**src/rtl/tecfg_pkg.sv**
```systemverilog
// Package: shared constants for the trace enable start/stop controller.
// Assumes a 32-bit write data path and a 7-bit event code field.
package tecfg_pkg;
    localparam int CODE_W    = 7;
    localparam int GATE_BIT  = 25;
    localparam int STOP_LSB  = 16;
    localparam logic [CODE_W-1:0] EV_ALWAYS = 7'h6F;

    typedef enum logic [1:0] {
        REG_CTRL  = 2'd0,
        REG_EVENT = 2'd1,
        REG_MASK  = 2'd2,
        REG_SPARE = 2'd3
    } reg_sel_e;
endpackage

```
**src/rtl/tecfg_regs.sv**
```systemverilog
// Module: configuration registers loaded from a simple write port.
// Holds the gate control bit, the event code and the start/stop masks.
// Assumes the write data is at least STOP_LSB+NUM_CMP bits wide. Address 3 is ignored.
module tecfg_regs
    import tecfg_pkg::*;
#(
    parameter int NUM_CMP = 4,
    parameter int DATA_W  = 32
) (
    input  logic              clk,
    input  logic              rst_n,
    input  logic              wr_en,
    input  logic [1:0]        wr_addr,
    input  logic [DATA_W-1:0] wr_data,
    output logic              gate_en,
    output logic [CODE_W-1:0] ev_code,
    output logic [NUM_CMP-1:0] start_mask,
    output logic [NUM_CMP-1:0] stop_mask
);
    logic unused_wdata;
    assign unused_wdata = ^wr_data;

    // Capture register writes; all fields clear on reset.
    always_ff @(posedge clk) begin
        if (!rst_n) begin
            gate_en    <= 1'b0;
            ev_code    <= '0;
            start_mask <= '0;
            stop_mask  <= '0;
        end else if (wr_en) begin
            case (reg_sel_e'(wr_addr))
                REG_CTRL:  gate_en <= wr_data[GATE_BIT];
                REG_EVENT: ev_code <= wr_data[CODE_W-1:0];
                REG_MASK: begin
                    start_mask <= wr_data[NUM_CMP-1:0];
                    stop_mask  <= wr_data[STOP_LSB +: NUM_CMP];
                end
                default: ;
            endcase
        end
    end
endmodule

```
**src/rtl/tecfg_ss.sv**
```systemverilog
// Module: one-bit start/stop state driven by mask-selected comparator inputs.
// A start input acts when high, and a stop input acts when low. Start wins over stop.
// Assumes the comparator inputs are synchronous to clk.
module tecfg_ss #(
    parameter int NUM_CMP = 4
) (
    input  logic               clk,
    input  logic               rst_n,
    input  logic [NUM_CMP-1:0] cmp_match,
    input  logic [NUM_CMP-1:0] start_mask,
    input  logic [NUM_CMP-1:0] stop_mask,
    output logic               ss_next,
    output logic               ss_q
);
    logic [NUM_CMP-1:0] start_vec;
    logic [NUM_CMP-1:0] stop_vec;

    for (genvar i = 0; i < NUM_CMP; i++) begin : g_src
        assign start_vec[i] = start_mask[i] & cmp_match[i];
        assign stop_vec[i]  = stop_mask[i] & ~cmp_match[i];
    end

    // Next state: start has priority, then stop, otherwise hold.
    always_comb begin
        if (|start_vec)     ss_next = 1'b1;
        else if (|stop_vec) ss_next = 1'b0;
        else                ss_next = ss_q;
    end

    // State register, reset to stop.
    always_ff @(posedge clk) begin
        if (!rst_n) ss_q <= 1'b0;
        else        ss_q <= ss_next;
    end
endmodule

```
**src/rtl/tecfg_event.sv**
```systemverilog
// Module: trace-enable event evaluation.
// The reserved code gives true. Otherwise code bit 2 picks the comparator group or the
// external group, and the low bits pick the input. Out-of-range comparators give false.
module tecfg_event
    import tecfg_pkg::*;
#(
    parameter int NUM_CMP = 4
) (
    input  logic [CODE_W-1:0]  ev_code,
    input  logic [NUM_CMP-1:0] cmp_match,
    input  logic [1:0]         ext_trig,
    output logic               ev_true
);
    logic cmp_pick;

    // Select one comparator input by index; indices past the last input give false.
    always_comb begin
        cmp_pick = 1'b0;
        for (int i = 0; i < NUM_CMP; i++) begin
            if (ev_code[1:0] == 2'(i)) cmp_pick = cmp_match[i];
        end
    end

    // Resolve the event from the reserved code or from the selected input.
    always_comb begin
        if (ev_code == EV_ALWAYS) ev_true = 1'b1;
        else if (ev_code[2])      ev_true = ext_trig[ev_code[0]];
        else                      ev_true = cmp_pick;
    end
endmodule

```
**src/rtl/trace_enable_ctl.sv**
```systemverilog
// Module: top of the trace enable start/stop controller.
// Combines the event with the optionally gating start/stop state into a registered
// enable that lags its inputs by one cycle. NUM_CMP is 1 or 4.
module trace_enable_ctl
    import tecfg_pkg::*;
#(
    parameter int NUM_CMP = 4,
    parameter int ADDR_W  = 2,
    parameter int DATA_W  = 32
) (
    input  logic               clk,
    input  logic               rst_n,
    input  logic               wr_en,
    input  logic [ADDR_W-1:0]  wr_addr,
    input  logic [DATA_W-1:0]  wr_data,
    input  logic [NUM_CMP-1:0] cmp_match,
    input  logic [1:0]         ext_trig,
    output logic               ss_state,
    output logic               trace_en
);
    logic               gate_en;
    logic [CODE_W-1:0]  ev_code;
    logic [NUM_CMP-1:0] start_mask;
    logic [NUM_CMP-1:0] stop_mask;
    logic               ss_next;
    logic               ev_true;

    tecfg_regs #(.NUM_CMP(NUM_CMP), .DATA_W(DATA_W)) u_regs (
        .clk(clk), .rst_n(rst_n), .wr_en(wr_en), .wr_addr(wr_addr[1:0]),
        .wr_data(wr_data), .gate_en(gate_en), .ev_code(ev_code),
        .start_mask(start_mask), .stop_mask(stop_mask)
    );

    tecfg_ss #(.NUM_CMP(NUM_CMP)) u_ss (
        .clk(clk), .rst_n(rst_n), .cmp_match(cmp_match),
        .start_mask(start_mask), .stop_mask(stop_mask),
        .ss_next(ss_next), .ss_q(ss_state)
    );

    tecfg_event #(.NUM_CMP(NUM_CMP)) u_ev (
        .ev_code(ev_code), .cmp_match(cmp_match), .ext_trig(ext_trig),
        .ev_true(ev_true)
    );

    // Register the enable so that it lines up with the new start/stop state.
    always_ff @(posedge clk) begin
        if (!rst_n) trace_en <= 1'b0;
        else        trace_en <= ev_true && (!gate_en || ss_next);
    end
endmodule

```
**config.mk**
```make
export PLATFORM = sky130hd
export DESIGN_NAME = trace_enable_ctl
export DESIGN_NICKNAME = d
export VERILOG_FILES = /design/src/rtl/tecfg_pkg.sv /design/src/rtl/tecfg_regs.sv /design/src/rtl/tecfg_ss.sv /design/src/rtl/tecfg_event.sv /design/src/rtl/trace_enable_ctl.sv
export SDC_FILE = /design/constraint.sdc
export NUM_CORES = 1
export LEC_CHECK = 0
export BUFFER_PORTS_ARGS = -buffer_cell sky130_fd_sc_hd__buf_2
export CAP_MARGIN = 20
export CORE_MARGIN = 4
export CORE_UTILIZATION = 42
export DETAILED_ROUTE_END_ITERATION = 10
export PLACE_DENSITY = 0.77
export SYNTH_ARGS = -nofsm -noshare
export SYNTH_HDL_FRONTEND = slang
export SYNTH_SLANG_ARGS = --single-unit
export TNS_END_PERCENT = 5
```
**constraint.sdc**
```tcl
create_clock -name clk -period 1.46 [get_ports clk]
set_input_delay 0.292 -clock clk [delete_from_list [all_inputs] [get_ports clk]]
set_output_delay 0.292 -clock clk [all_outputs]
set_load 0.005 [all_outputs]
```
==> flow_summary.json <==
{
  "final_common_cell": "buf_2",
  "rows": 15,
  "final_core_util": 0.5591,
  "antenna_found_initial": 0,
  "crit_arrival_ns": 1.42,
  "power.density_nw_per_um2": 961.3,
  "cts_setup_buffers": 0,
  "syn-instance-count": 73,
  "avgSynthCellArea_sq_um": 10.68,
  "max_slew.worst_pin.slew_ns": 0.2954,
  "leakagePower_nw": 0.4816,
  "die-width_microns": 51.08,
  "root_buffer": "clkbuf_4",
  "max_freq_mhz": 838.8,
  "pin_count": 45,
  "ys_ff_latch": 18,
  "crit_path_start_kind": "flop",
  "grt_max_degree": 19,
  "detail_route.iter0.violations": 5,
  "setup_tns_ns": 0,
  "slew_headroom": 0.7999,
  "status": "completed",
  "cts_buffers": 3,
  "end_kind": "flop",
  "crit_fanout": 3,
  "cap_violations": 0,
  "viasPerCell": 4.841,
  "first_global_vias": 593,
  "netlist-cell-type-count": 18,
  "period_needed_ns": 1.192,
  "final_cell_mix": "buf_2, dfxtp_1, nor2b_1, mux2i_1, inv_1",
  "postCtsResizedCells": 0,
  "grt_pass1_wl_microns": 2532,
  "cts.sinks": 18,
  "clockBufferDepth": 2,
  "wire_per_inst_microns": 12.11,
  "initial_core_util": 0.4466,
  "grt_usage": 0.1267,
  "slew_viol_final": 0,
  "rsz0062_at_grt": "false",
  "routed-via-count": 610,
  "routed_wl_microns": 1526,
  "nNetsFinal": 145,
  "cts_tree": "done",
  "multi_input_area_sq_um": 390.4,
  "yosys_warnings": 0,
  "die_area_sq_um": 2609,
  "syn_to_final_growth_pct": 25.20,
  "nFillCells": 171,
  "cts_max_level": 1,
  "ant_nets": 0,
  "peakVddDrop_mv": 0.5175,
  "drive_gt1_frac": 0.3168,
  "holdBufCountCts": 0,
  "placed_area_sq_um": 939.7,
  "syn_area_sq_um": 779.5,
  "gp_congestion": 0.7040,
  "post-route-drc-count": 0,
  "min_path_type": "input port to flop",
  "design_area_sq_um": 975.9,
  "seq_area_frac_synth": 0.4623,
  "gr-total-overflow": 0,
  "finalSetupViolCount": 0,
  "layout.area.seq_sq_um": 360.3,
  "port_buffers": 24,
  "final_hold_viol_count": 0,
  "insertion_delay_ns": 0.29,
  "fin_crit_sh": 0.8166,
  "cp.required_ns": 1.69,
  "diodes": 0,
  "die_h_microns": 51.08,
  "dr.pass1.iters": 4,
  "finClkSkew_ns": 0.002837,
  "core_sq_um": 1745,
  "clkTransAtPathRegs_ns": 0.10,
  "syn_nets": 116,
  "path_class": "flop to flop"
}
## area by class of cell
cell class,count,share of cell area
multi-input cells,48,0.4000
flip-flops and latches,18,0.3692
repair buffers,27,0.1462
clock buffers,4,0.03718
well taps,25,0.03205
inverters,4,0.01538
## logic make-up after synthesis
kind of cell,Yosys count,synth area share
DFF,18,0.4623
AOI/OAI and AO/OA,7,0.06742
buffers and inverters,7,0.03691
and+or+nand+nor,23,0.1862
muxes,18,0.2472
## where the power goes
group          total (mW)  internal, mW  switching [mW]
clock network       0.305         0.152           0.153
logic               0.112        0.0650          0.0473
registers           0.520         0.510          0.0102
total               0.938         0.727           0.211
## routing by layer
metal / part of all wire / vias up / global-route usage
li1: - / 315 / -
met1: 0.43 / 278 / 0.1540
met2: 0.53 / 15 / 0.2210
met3: 0.029 / 2 / 0.01749
met4: 0.012 / 0 / 0.05381
met5: 0 / - / 0
## Yosys cell counts, drive strengths merged
library cell	number	area, sq um
nor2b	17	106.4
inv	4	15.01
o211ai	1	7.510
clkbuf	1	3.750
a22oi	2	15.01
nand2b	1	6.260
nand3b	2	15.01
mux2i	17	170.2
a222oi	1	10.01
buf	2	10.01
nand4	1	6.260
o311ai	1	8.760
a31oi	1	6.260
a21oi	1	5.000
nor3b	1	7.510
dfxtp	18	360.4
mux4	1	22.52
nand2	1	3.750
## worst max-delay path: stages, from the launching register on
cell      delay [ns]
dfxtp_1         0.36
buf_4           0.13
nand4_1         0.09
o311ai_1        0.29
o211ai_1        0.14
a21oi_1         0.12
## state kept, by name (all words and copies together) (netlist names)
| signal | cells |
|---|---|
| u_regs.ev_code | 7 |
| u_regs.start_mask | 4 |
| u_regs.stop_mask | 4 |
| trace_en | 1 |
| u_regs.gate_en | 1 |
| u_ss.ss_q | 1 |
## final timing paths
path / from / end / slack [ns] / cells after the start
worst max-delay path: u_regs.ev_code[0]$_SDFFE_PN0P_ / trace_en$_SDFF_PN0_ / 0.27 / 5
worst min-delay path: wr_data[17] / u_regs.stop_mask[1]$_SDFFE_PN0P_ / 0.25 / 3
worst max register to register: u_regs.ev_code[0]$_SDFFE_PN0P_ / trace_en$_SDFF_PN0_ / 0.27 / 5
worst min register to register: u_regs.gate_en$_SDFFE_PN0P_ / trace_en$_SDFF_PN0_ / 0.43 / 1
## through the flow
stage               cells  worst slack (ns)  power (mW)  hold slack [ns]
detailed placement    122            0.2396      0.6446           0.4192
CTS                   126            0.2372      0.9447           0.2459
global placement      122            0.2337      0.6415           0.4184
floorplan              73            0.2624      0.5909           0.4054
global route          126            0.1103      0.9835           0.2626
finish                126            0.2678      0.9382           0.2457
Power figures use the tool's default switching activity.
